[config.mk]
export PLATFORM = sky130hd
export DESIGN_NAME = desc_ptr_seq
export DESIGN_NICKNAME = d
export VERILOG_FILES = /design/src/rtl/dps_pkg.sv /design/src/rtl/dps_fsm.sv /design/src/rtl/dps_ptr_regs.sv /design/src/rtl/desc_ptr_seq.sv
export SDC_FILE = /design/constraint.sdc
export NUM_CORES = 1
export LEC_CHECK = 0
export CORE_ASPECT_RATIO = 0.75
export CORE_UTILIZATION = 35
export CTS_CLUSTER_DIAMETER = 150
export CTS_CLUSTER_SIZE = 25
export DETAILED_ROUTE_END_ITERATION = 10
export DONT_BUFFER_PORTS = 1
export PLACE_DENSITY = 0.5
export SYNTH_ARGS = -nofsm -noshare
export SYNTH_HDL_FRONTEND = slang
export SYNTH_SLANG_ARGS = --single-unit
[constraint.sdc]
create_clock -name clk -period 2.9 [get_ports clk]
set_clock_uncertainty 0.05 [all_clocks]
set_input_delay 0.87 -clock clk [delete_from_list [all_inputs] [get_ports clk]]
set_output_delay 0.87 -clock clk [all_outputs]
set_load 0.01 [all_outputs]
[src/rtl/dps_pkg.sv]
package dps_pkg;

    typedef enum logic [1:0] {
        ST_IDLE  = 2'd0,
        ST_FETCH = 2'd1,
        ST_DONE  = 2'd2
    } seq_state_e;

    localparam logic [1:0] MODE_SMALL = 2'b00;
    localparam logic [1:0] MODE_LARGE = 2'b01;

    function automatic logic mode_is_array(input logic [1:0] m);
        return m[1];
    endfunction

    function automatic logic mode_is_large(input logic [1:0] m);
        return (m == MODE_LARGE);
    endfunction

endpackage

[src/rtl/dps_fsm.sv]
module dps_fsm
    import dps_pkg::*;
#(
    parameter int N_SMALL = 4,
    parameter int N_LARGE = 6,
    parameter int N_ARRAY = 4,
    parameter int IDX_W   = 3
) (
    input  logic             clk,
    input  logic             rst_n,
    input  logic             chan_en,
    input  logic             start_req,
    input  logic [1:0]       mode_sel,
    input  logic             rsp_valid,
    output seq_state_e       state,
    output logic [1:0]       mode_q,
    output logic             seed_list,
    output logic             mem_req,
    output logic             rsp_accept,
    output logic [IDX_W-1:0] elem_idx,
    output logic             done_pulse
);

    localparam logic [IDX_W-1:0] LAST_SMALL = IDX_W'(N_SMALL - 1);
    localparam logic [IDX_W-1:0] LAST_LARGE = IDX_W'(N_LARGE - 1);
    localparam logic [IDX_W-1:0] LAST_ARRAY = IDX_W'(N_ARRAY - 1);

    seq_state_e       state_n;
    logic             waiting;
    logic [IDX_W-1:0] cnt;
    logic [IDX_W-1:0] last_idx;
    logic             start_ok;
    logic             last_elem;

    // Decode of the current cycle
    always_comb begin
        start_ok   = (state == ST_IDLE) && chan_en && start_req;
        seed_list  = start_ok && !mode_is_array(mode_sel);
        mem_req    = (state == ST_FETCH) && !waiting;
        rsp_accept = (state == ST_FETCH) && waiting && rsp_valid;
        elem_idx   = cnt;
        done_pulse = (state == ST_DONE);
        if (mode_is_array(mode_q))
            last_idx = LAST_ARRAY;
        else if (mode_is_large(mode_q))
            last_idx = LAST_LARGE;
        else
            last_idx = LAST_SMALL;
        last_elem  = rsp_accept && (cnt == last_idx);
    end

    // Next-state logic
    always_comb begin
        state_n = state;
        unique case (state)
            ST_IDLE:  if (start_ok)  state_n = ST_FETCH;
            ST_FETCH: if (last_elem) state_n = ST_DONE;
            ST_DONE:                 state_n = ST_IDLE;
            default:                 state_n = ST_IDLE;
        endcase
    end

    // State register and fetch bookkeeping
    always_ff @(posedge clk or negedge rst_n) begin
        if (!rst_n) begin
            state   <= ST_IDLE;
            mode_q  <= MODE_SMALL;
            waiting <= 1'b0;
            cnt     <= '0;
        end else begin
            state <= state_n;
            if (start_ok) begin
                mode_q <= mode_sel;
                cnt    <= '0;
            end else if (rsp_accept) begin
                cnt <= cnt + 1'b1;
            end
            if (mem_req)
                waiting <= 1'b1;
            else if (rsp_accept)
                waiting <= 1'b0;
        end
    end

    AST_REQ_SINGLE: assert property (@(posedge clk) disable iff (!rst_n)
        mem_req |=> !mem_req);
    AST_DONE_TO_IDLE: assert property (@(posedge clk) disable iff (!rst_n)
        (state == ST_DONE) |=> (state == ST_IDLE));
    AST_START_GATED: assert property (@(posedge clk) disable iff (!rst_n)
        ((state == ST_IDLE) && !(chan_en && start_req)) |=> (state == ST_IDLE));
    AST_IDLE_NO_REQ: assert property (@(posedge clk) disable iff (!rst_n)
        (state != ST_FETCH) |-> !mem_req);

endmodule

[src/rtl/dps_ptr_regs.sv]
module dps_ptr_regs #(
    parameter int PTR_W      = 32,
    parameter int ELEM_W     = 16,
    parameter int IDX_W      = 3,
    parameter int LINK_SMALL = 1
) (
    input  logic              clk,
    input  logic              rst_n,
    input  logic              wr_en,
    input  logic              wr_sel,
    input  logic [PTR_W-1:0]  wr_data,
    input  logic              seed_list,
    input  logic              rsp_accept,
    input  logic [IDX_W-1:0]  elem_idx,
    input  logic [ELEM_W-1:0] elem_data,
    input  logic [1:0]        mode_q,
    input  logic              fetching,
    output logic [PTR_W-1:0]  next_ptr,
    output logic [PTR_W-1:0]  curr_ptr
);

    localparam int HALVES = PTR_W / ELEM_W;
    localparam logic [PTR_W-1:0] STEP = PTR_W'(ELEM_W / 8);

    logic [ELEM_W-1:0] nxt_h [HALVES];

    // Current pointer: software load, seed from next, or advance per element
    always_ff @(posedge clk or negedge rst_n) begin
        if (!rst_n)
            curr_ptr <= '0;
        else if (wr_en && wr_sel)
            curr_ptr <= wr_data;
        else if (seed_list)
            curr_ptr <= next_ptr;
        else if (rsp_accept)
            curr_ptr <= curr_ptr + STEP;
    end

    // Next pointer, one slice per element width; slices take link elements
    for (genvar h = 0; h < HALVES; h++) begin : g_half
        logic link_hit;
        assign link_hit = rsp_accept && !mode_q[1] &&
                          (elem_idx == IDX_W'(h)) &&
                          (mode_q[0] || (h < LINK_SMALL));

        always_ff @(posedge clk or negedge rst_n) begin
            if (!rst_n)
                nxt_h[h] <= '0;
            else if (wr_en && !wr_sel)
                nxt_h[h] <= wr_data[h*ELEM_W +: ELEM_W];
            else if (link_hit)
                nxt_h[h] <= elem_data;
        end

        assign next_ptr[h*ELEM_W +: ELEM_W] = nxt_h[h];
    end

    AST_CURR_STEP: assert property (@(posedge clk) disable iff (!rst_n)
        rsp_accept |=> (curr_ptr == $past(curr_ptr) + STEP));
    AST_SEED_COPY: assert property (@(posedge clk) disable iff (!rst_n)
        seed_list |=> (curr_ptr == $past(next_ptr)));
    AST_ARRAY_NEXT: assert property (@(posedge clk) disable iff (!rst_n)
        (fetching && mode_q[1]) |=> $stable(next_ptr));
    AST_SMALL_UPPER: assert property (@(posedge clk) disable iff (!rst_n)
        (fetching && mode_q == 2'b00) |=> $stable(next_ptr[PTR_W-1:ELEM_W]));

endmodule

[src/rtl/desc_ptr_seq.sv]
module desc_ptr_seq
    import dps_pkg::*;
#(
    parameter int PTR_W   = 32,
    parameter int ELEM_W  = 16,
    parameter int N_SMALL = 4,
    parameter int N_LARGE = 6,
    parameter int N_ARRAY = 4,
    parameter int N_MAX   = (N_SMALL > N_LARGE) ?
                            ((N_SMALL > N_ARRAY) ? N_SMALL : N_ARRAY) :
                            ((N_LARGE > N_ARRAY) ? N_LARGE : N_ARRAY),
    parameter int IDX_W   = (N_MAX > 2) ? $clog2(N_MAX) : 1
) (
    input  logic              clk,
    input  logic              rst_n,
    input  logic              chan_en,
    input  logic [1:0]        mode_sel,
    input  logic              start_req,
    input  logic              reg_wr,
    input  logic              reg_sel,
    input  logic [PTR_W-1:0]  reg_wdata,
    output logic [PTR_W-1:0]  reg_rdata,
    output logic              mem_req,
    output logic [PTR_W-1:0]  mem_addr,
    input  logic              mem_rvalid,
    input  logic [ELEM_W-1:0] mem_rdata,
    output logic              elem_valid,
    output logic [ELEM_W-1:0] elem_data,
    output logic [IDX_W-1:0]  elem_idx,
    output logic              desc_done
);

    seq_state_e       state;
    logic [1:0]       mode_q;
    logic             seed_list;
    logic             rsp_accept;
    logic             wr_allow;
    logic [PTR_W-1:0] next_ptr;
    logic [PTR_W-1:0] curr_ptr;

    assign wr_allow = reg_wr && !chan_en && (state == ST_IDLE);

    dps_fsm #(
        .N_SMALL (N_SMALL),
        .N_LARGE (N_LARGE),
        .N_ARRAY (N_ARRAY),
        .IDX_W   (IDX_W)
    ) fsm_i (
        .clk        (clk),
        .rst_n      (rst_n),
        .chan_en    (chan_en),
        .start_req  (start_req),
        .mode_sel   (mode_sel),
        .rsp_valid  (mem_rvalid),
        .state      (state),
        .mode_q     (mode_q),
        .seed_list  (seed_list),
        .mem_req    (mem_req),
        .rsp_accept (rsp_accept),
        .elem_idx   (elem_idx),
        .done_pulse (desc_done)
    );

    dps_ptr_regs #(
        .PTR_W      (PTR_W),
        .ELEM_W     (ELEM_W),
        .IDX_W      (IDX_W),
        .LINK_SMALL (1)
    ) regs_i (
        .clk        (clk),
        .rst_n      (rst_n),
        .wr_en      (wr_allow),
        .wr_sel     (reg_sel),
        .wr_data    (reg_wdata),
        .seed_list  (seed_list),
        .rsp_accept (rsp_accept),
        .elem_idx   (elem_idx),
        .elem_data  (mem_rdata),
        .mode_q     (mode_q),
        .fetching   (state == ST_FETCH),
        .next_ptr   (next_ptr),
        .curr_ptr   (curr_ptr)
    );

    assign reg_rdata  = reg_sel ? curr_ptr : next_ptr;
    assign mem_addr   = curr_ptr;
    assign elem_valid = rsp_accept;
    assign elem_data  = mem_rdata;

    AST_LOCK_NEXT: assert property (@(posedge clk) disable iff (!rst_n)
        ((state == ST_IDLE) && chan_en) |=> $stable(next_ptr));
    AST_LOCK_CURR: assert property (@(posedge clk) disable iff (!rst_n)
        ((state == ST_IDLE) && chan_en && !start_req) |=> $stable(curr_ptr));
    AST_STRAY_RSP: assert property (@(posedge clk) disable iff (!rst_n)
        (mem_rvalid && (state != ST_FETCH)) |-> !elem_valid);
    AST_DONE_ONCE: assert property (@(posedge clk) disable iff (!rst_n)
        desc_done |=> !desc_done);

endmodule

Word level (Yosys, flattened, before mapping)
Index checks and enable logic that the tools add are counted.
{ "totals": {"elab_cells": 61, "output_inout_bits": 86, "register_bits": 72, "input_bits": 57} }
{ "classes": {"add_sub_neg": 2, "eq_ne": 7, "n_mux": 17, "reduce_logical": 28} }
{ "ops": {"columns": ["operator", "count"], "rows": [
  ["$mux W32", 4],
  ["$mux W16", 4],
  ["$add A32 B2 Y32 const B", 1],
  ["$logic_and A1 B1 Y1", 15],
  ["$mux W3", 4],
  ["$reduce_bool A2 Y1", 4],
  ["$logic_not A1 Y1", 5],
  ["$eq A2 B1 Y1 const B", 2],
  ["$mux W2", 2],
  ["$pmux W2 S2", 1],
  ["$add A3 B1 Y3 const B", 1],
  ["$eq A3 B1 Y1 const B", 1],
  ["$eq A3 B3 Y1", 1],
  ["$logic_not A3 Y1", 1],
  ["$reduce_bool A3 Y1", 1],
  ["$eq A2 B2 Y1 const B", 1],
  ["$logic_not A2 Y1", 1],
  ["$mux W1", 2],
  ["$ne A2 B1 Y1 const B", 1],
  ["$ne A2 B2 Y1 const B", 1],
  ["$reduce_and A2 Y1", 1]
]} }

Depth between registers and ports, before layout
{ "depth": {"depth_word": 8, "ltp_mapped": 8, "mapped_depth_nobuf": 6} }

Cells and area by module
Synthesis repeated with hierarchy kept, for this count alone.
{ "unflattened": {"cells_unflattened": 541, "hier_area_um2": 5027.3} }
{ "modules_own_cells": {"columns": ["mod", "n_inst", "area_per_inst_um2", "cells_each"], "rows": [
  ["dps_ptr_regs", 1, 3933.8, 450],
  ["desc_ptr_seq", 1, 679.4, 54],
  ["dps_fsm", 1, 414.1, 37]
]} }

Least setup slack after synthesis
Ideal clock, no wire load.
{ "synth_timing": {"path_kind": "input port to output port", "start": "input reg_sel", "end": "output reg_rdata[11]", "t_required_ps": 1980, "n_path_buf": 2, "setup_slack_ps": 113, "stages": 3, "t_arrival_ps": 1867, "path_cell_list": "clkbuf_1 > buf_1 > mux2_2"} }
{ "synth_via": {"elab_chain_cells": 1} }
{ "synth_lines": {"columns": ["element", "line", "rtl"], "rows": [
  ["start: declaration", "desc_ptr_seq.sv:20", "input logic reg_sel,"],
  ["$mux W32", "desc_ptr_seq.sv:85", "assign reg_rdata = reg_sel ? curr_ptr : next_ptr;"],
  ["end: declaration", "desc_ptr_seq.sv:22", "output logic [PTR_W-1:0] reg_rdata,"]
]} }
Every way passes these cells.

Worst setup path after layout
{ "layout_timing": {"start": "register regs_i.curr_ptr[2]", "end": "register regs_i.curr_ptr[19]"} }
{ "layout_via": {"elab_chain_cells": 4} }
{ "layout_lines": {"columns": ["element", "line", "rtl"], "rows": [
  ["start: declaration", "dps_ptr_regs.sv:19", "output logic [PTR_W-1:0] curr_ptr"],
  ["start signal: assignment", "dps_ptr_regs.sv:32", "curr_ptr <= wr_data;"],
  ["start signal: assignment", "dps_ptr_regs.sv:34", "curr_ptr <= next_ptr;"],
  ["start signal: assignment", "dps_ptr_regs.sv:36", "curr_ptr <= curr_ptr + STEP;"],
  ["$add A32 B2 Y32", "dps_ptr_regs.sv:36", null],
  ["$mux W32", "dps_ptr_regs.sv:35", "else if (rsp_accept)"],
  ["$mux W32", "dps_ptr_regs.sv:33", "else if (seed_list)"],
  ["$mux W32", "dps_ptr_regs.sv:31", "else if (wr_en && wr_sel)"]
]} }
Every way passes these cells. The select of a mux whose other input is x is not followed.
A chain may end at the register's enable or synchronous reset.

==> flow_metrics.tcl <==
set metrics [dict create \
    outcome "complete, no violations" \
    drt_wl_total_mm 14.58 \
    rsz0062_at_grt "no" \
    fin_crit_sh_pct 78.69 \
    synth_area_leaders "dfrtp_1 (40%), mux2_2 (8.2%), mux2i_1 (7.6%), nand2_1 (5.4%), o21ai_1 (4.3%)" \
    dp_slack_ns 0.3897 \
    syn_avg_cell_area_sq_um 9.428 \
    vias 3671 \
    synthTopCellsByCount "dfrtp_1 (72), nand2_1 (65), o21ai_1 (39)" \
    antenna_found_initial 0 \
    boundaryPins 143 \
    drtAntennaViolNets 0 \
    path_max_fanout 7 \
    yosysWarnings 0 \
    fin_util_pct 39.18 \
    nets 519 \
    drt_iter0_drc 267 \
    antenna-diode-count 0 \
    synth_cells 478 \
    slowest_delay_ns 0.52 \
    syn_nets 539 \
    drive_above_1_share_pct 15.65 \
    synth-seq-cells 72 \
    ys.flop_type "dfrtp_1" \
    maxCapViolations 0 \
    first_pass_iters 5 \
    p_per_area_nw_per_um2 985.1 \
    finalSetupViolCount 0 \
    synth_most_common_cell "dfrtp_1" \
    min_path_type "primary input to asynchronous set/reset pin" \
    postSynth.asyncResetShare_pct 100.0 \
    top_usage_layer "met2" \
    crit_path_end_kind "register" \
    die_w_um 133.0 \
    min_period_ns 2.282 \
    grt_use_total_pct 22.60 \
    cts_tree "done" \
    clock-root-buffer "clkbuf_16" \
    hold_buffers 0 \
    place_area_sq_um 4611 \
    critPathBufInv 0 \
    p_seq_share_pct 45.5 \
    gr-usage-met2_pct 33.15 \
    cp_slowest_cell "or4_4" \
    worst_pin_slew_ns 0.8633 \
    gr-total-overflow 0 \
    post_cts_buffers 0 \
    leakage_uw 0.001836 \
    die-area_sq_um 13340 \
    cts.sinks 72 \
    cts_buffer_depth 2 \
    p_int_uw 2781 \
    grt_pass1_wl_mm 22.60 \
    dp.cells 613 \
    post_cts_resize_count 0 \
    tns_ns 0 \
    die-height_um 100.3 \
    cts_buffers 9 \
    combPwrFrac_pct 33.2 \
    synth_area_sq_um 4507 \
    p_sw_share_pct 42.07 \
    coreArea_sq_um 12440 \
    yosysTopAreaCell "dfrtp_1" \
    drv_slew 0 \
    cp.required_ns 3.07 \
    detail_route.wl_per_cell_um 23.29 \
    grt_start_max_net_pins 73 \
    cp.arrival_ns 2.45 \
    drc_errors 0 \
    num-fill-cells 1257 \
    synth_top_area_share_pct 39.98 \
    path_depth 6 \
    met3_usage_pct 9.242 \
    place.gp.congestion 0.8168 \
    crit_family "simple AND/OR/NAND/NOR gates" \
    worstPathCellList "ha_1 > nand4_1 > or4_4 > o21ai_1 > a31oi_1 > a221o_1" \
    h-tree-depth 3 \
    port_buffers 0 \
    ff2ff_setup_slack_ns 0.62 \
    initial_core_util_pct 36.24 \
    clock_latency_ns 0.34 \
    max_freq_mhz 438.2 \
    clk_pin_slew_worst_paths_ns 0.06 \
    reg2reg_depth 6 \
    grt_pass1_vias 3689 \
    dp_hpwl_mm 10.25 \
    vias_per_cell 5.864 \
    synth_edf_count 0 \
    ys_types 54 \
    area_growth_pct 8.107 \
    rows 35 \
    finalHoldViolCount 0 \
    use_met1_pct 30.79 \
    ir_worst_vdd_uv 431.6 \
    worstSetupPathType "register to register" \
    setup_slack_ns 0.6181 \
    ys_seq_area_share_pct 39.98 \
    fin_area_sq_um 4872 \
    finalNonFillerCells 626 \
    switchingPower_uw 2019 \
    relSlewSlack_pct 42.26 \
    clkPwrFrac_pct 21.3 \
    worstSetupStartpointType "register" \
]
-- cells by family (layout without fill, tap and decap cells) --
logic type | after synthesis | after routing | synth area share, %
AND/OR/NAND/NOR | 149 | 149 | 17.10
AO/OA/AOI/OAI | 121 | 121 | 17.27
flip-flops | 72 | 72 | 39.98
multiplexers | 67 | 67 | 15.80
buffers and inverters | 52 | 34 | 6.219
XOR/XNOR | 13 | 13 | 2.526
adder cells (fa/ha/maj) | 4 | 4 | 1.111
-- final timing paths --
check	from	to
worst min-delay path	rst_n	fsm_i.state[0]
min in group clk	regs_i.next_ptr[0]	regs_i.curr_ptr[0]
worst max-delay path	regs_i.curr_ptr[2]	regs_i.curr_ptr[19]
worst max register to register	regs_i.curr_ptr[2]	regs_i.curr_ptr[19]
worst min register to register	regs_i.next_ptr[0]	regs_i.curr_ptr[0]
max in group asynchronous	rst_n	regs_i.curr_ptr[12]
-- layout make-up --
class | count | area, sq um | share of cell area [%]
Multi-Input combinational cell | 354 | 2445 | 50.18
Sequential cell | 72 | 1802 | 36.98
Clock buffer | 12 | 256.5 | 5.265
Tap cell | 166 | 207.7 | 4.263
Timing Repair Buffer | 14 | 130.1 | 2.671
Inverter | 7 | 26.28 | 0.5393
Clock inverter | 1 | 5.005 | 0.1027
-- stage by stage --
step / power, uW / hold slack [ns]
final: 4800 / 0.1765
after global routing: 5138 / 0.1640
after CTS: 4838 / 0.1691
after detailed placement: 3803 / 0.4538
after global placement: 3745 / 0.4448
after floorplan: 3294 / 0.4226
-- worst reg2reg max path, cell delays in order, from the launching register on --
cell and delay, ns:
dfrtp_1 0.51, ha_1 0.28, nand4_1 0.23, or4_4 0.52, o21ai_1 0.16, a31oi_1 0.14
a221o_1 0.28
-- cells in the final DEF (no fill, tap or decap), types with 5 or more instances in the layout --
cell / netlist / layout
xor2_1: 8 / 8
mux2i_1: 34 / 34
nor3_1: 7 / 7
dfrtp_1: 72 / 72
clkbuf_16: 0 / 9
nand4_1: 8 / 8
o211ai_1: 6 / 6
nand2_1: 65 / 65
and3_1: 5 / 5
o22ai_1: 6 / 6
nor2_1: 18 / 18
inv_1: 6 / 6
a222oi_1: 7 / 7
o21ai_0: 10 / 10
o21ai_1: 39 / 39
a22oi_1: 13 / 13
buf_4: 19 / 12
o311ai_1: 6 / 6
a21oi_1: 13 / 13
nand3_1: 22 / 22
a31oi_1: 7 / 7
xnor2_1: 5 / 5
mux2_2: 33 / 33
-- sequential cells by signal (all words and copies together) (netlist names) --
| signal | cells |
|---|---|
| regs_i.next_ptr | 32 |
| fsm_i.state | 2 |
| regs_i.curr_ptr | 32 |
| fsm_i.waiting | 1 |
| fsm_i.mode_q | 2 |
| fsm_i.elem_idx | 3 |
-- layer usage --
metal | routed length [um] | part of all wire (%) | vias to the layer above
met5 | 0 | 0 | -
met4 | 97 | 0.67 | 0
met2 | 6175 | 42 | 141
li1 | - | - | 1712
met3 | 1449 | 9.9 | 10
met1 | 6855 | 47 | 1808
-- power by group through the flow --
| stage | clock network [uW] | logic (uW) | registers (uW) |
|---|---|---|---|
| floorplan | 0 | 1320 | 1980 |
| global placement | 0 | 1560 | 2190 |
| detailed placement | 0 | 1600 | 2200 |
| CTS | 1040 | 1610 | 2190 |
| global route | 1070 | 1790 | 2270 |
| finish | 1020 | 1600 | 2180 |
No activity file was read; power rests on OpenSTA's default activity.
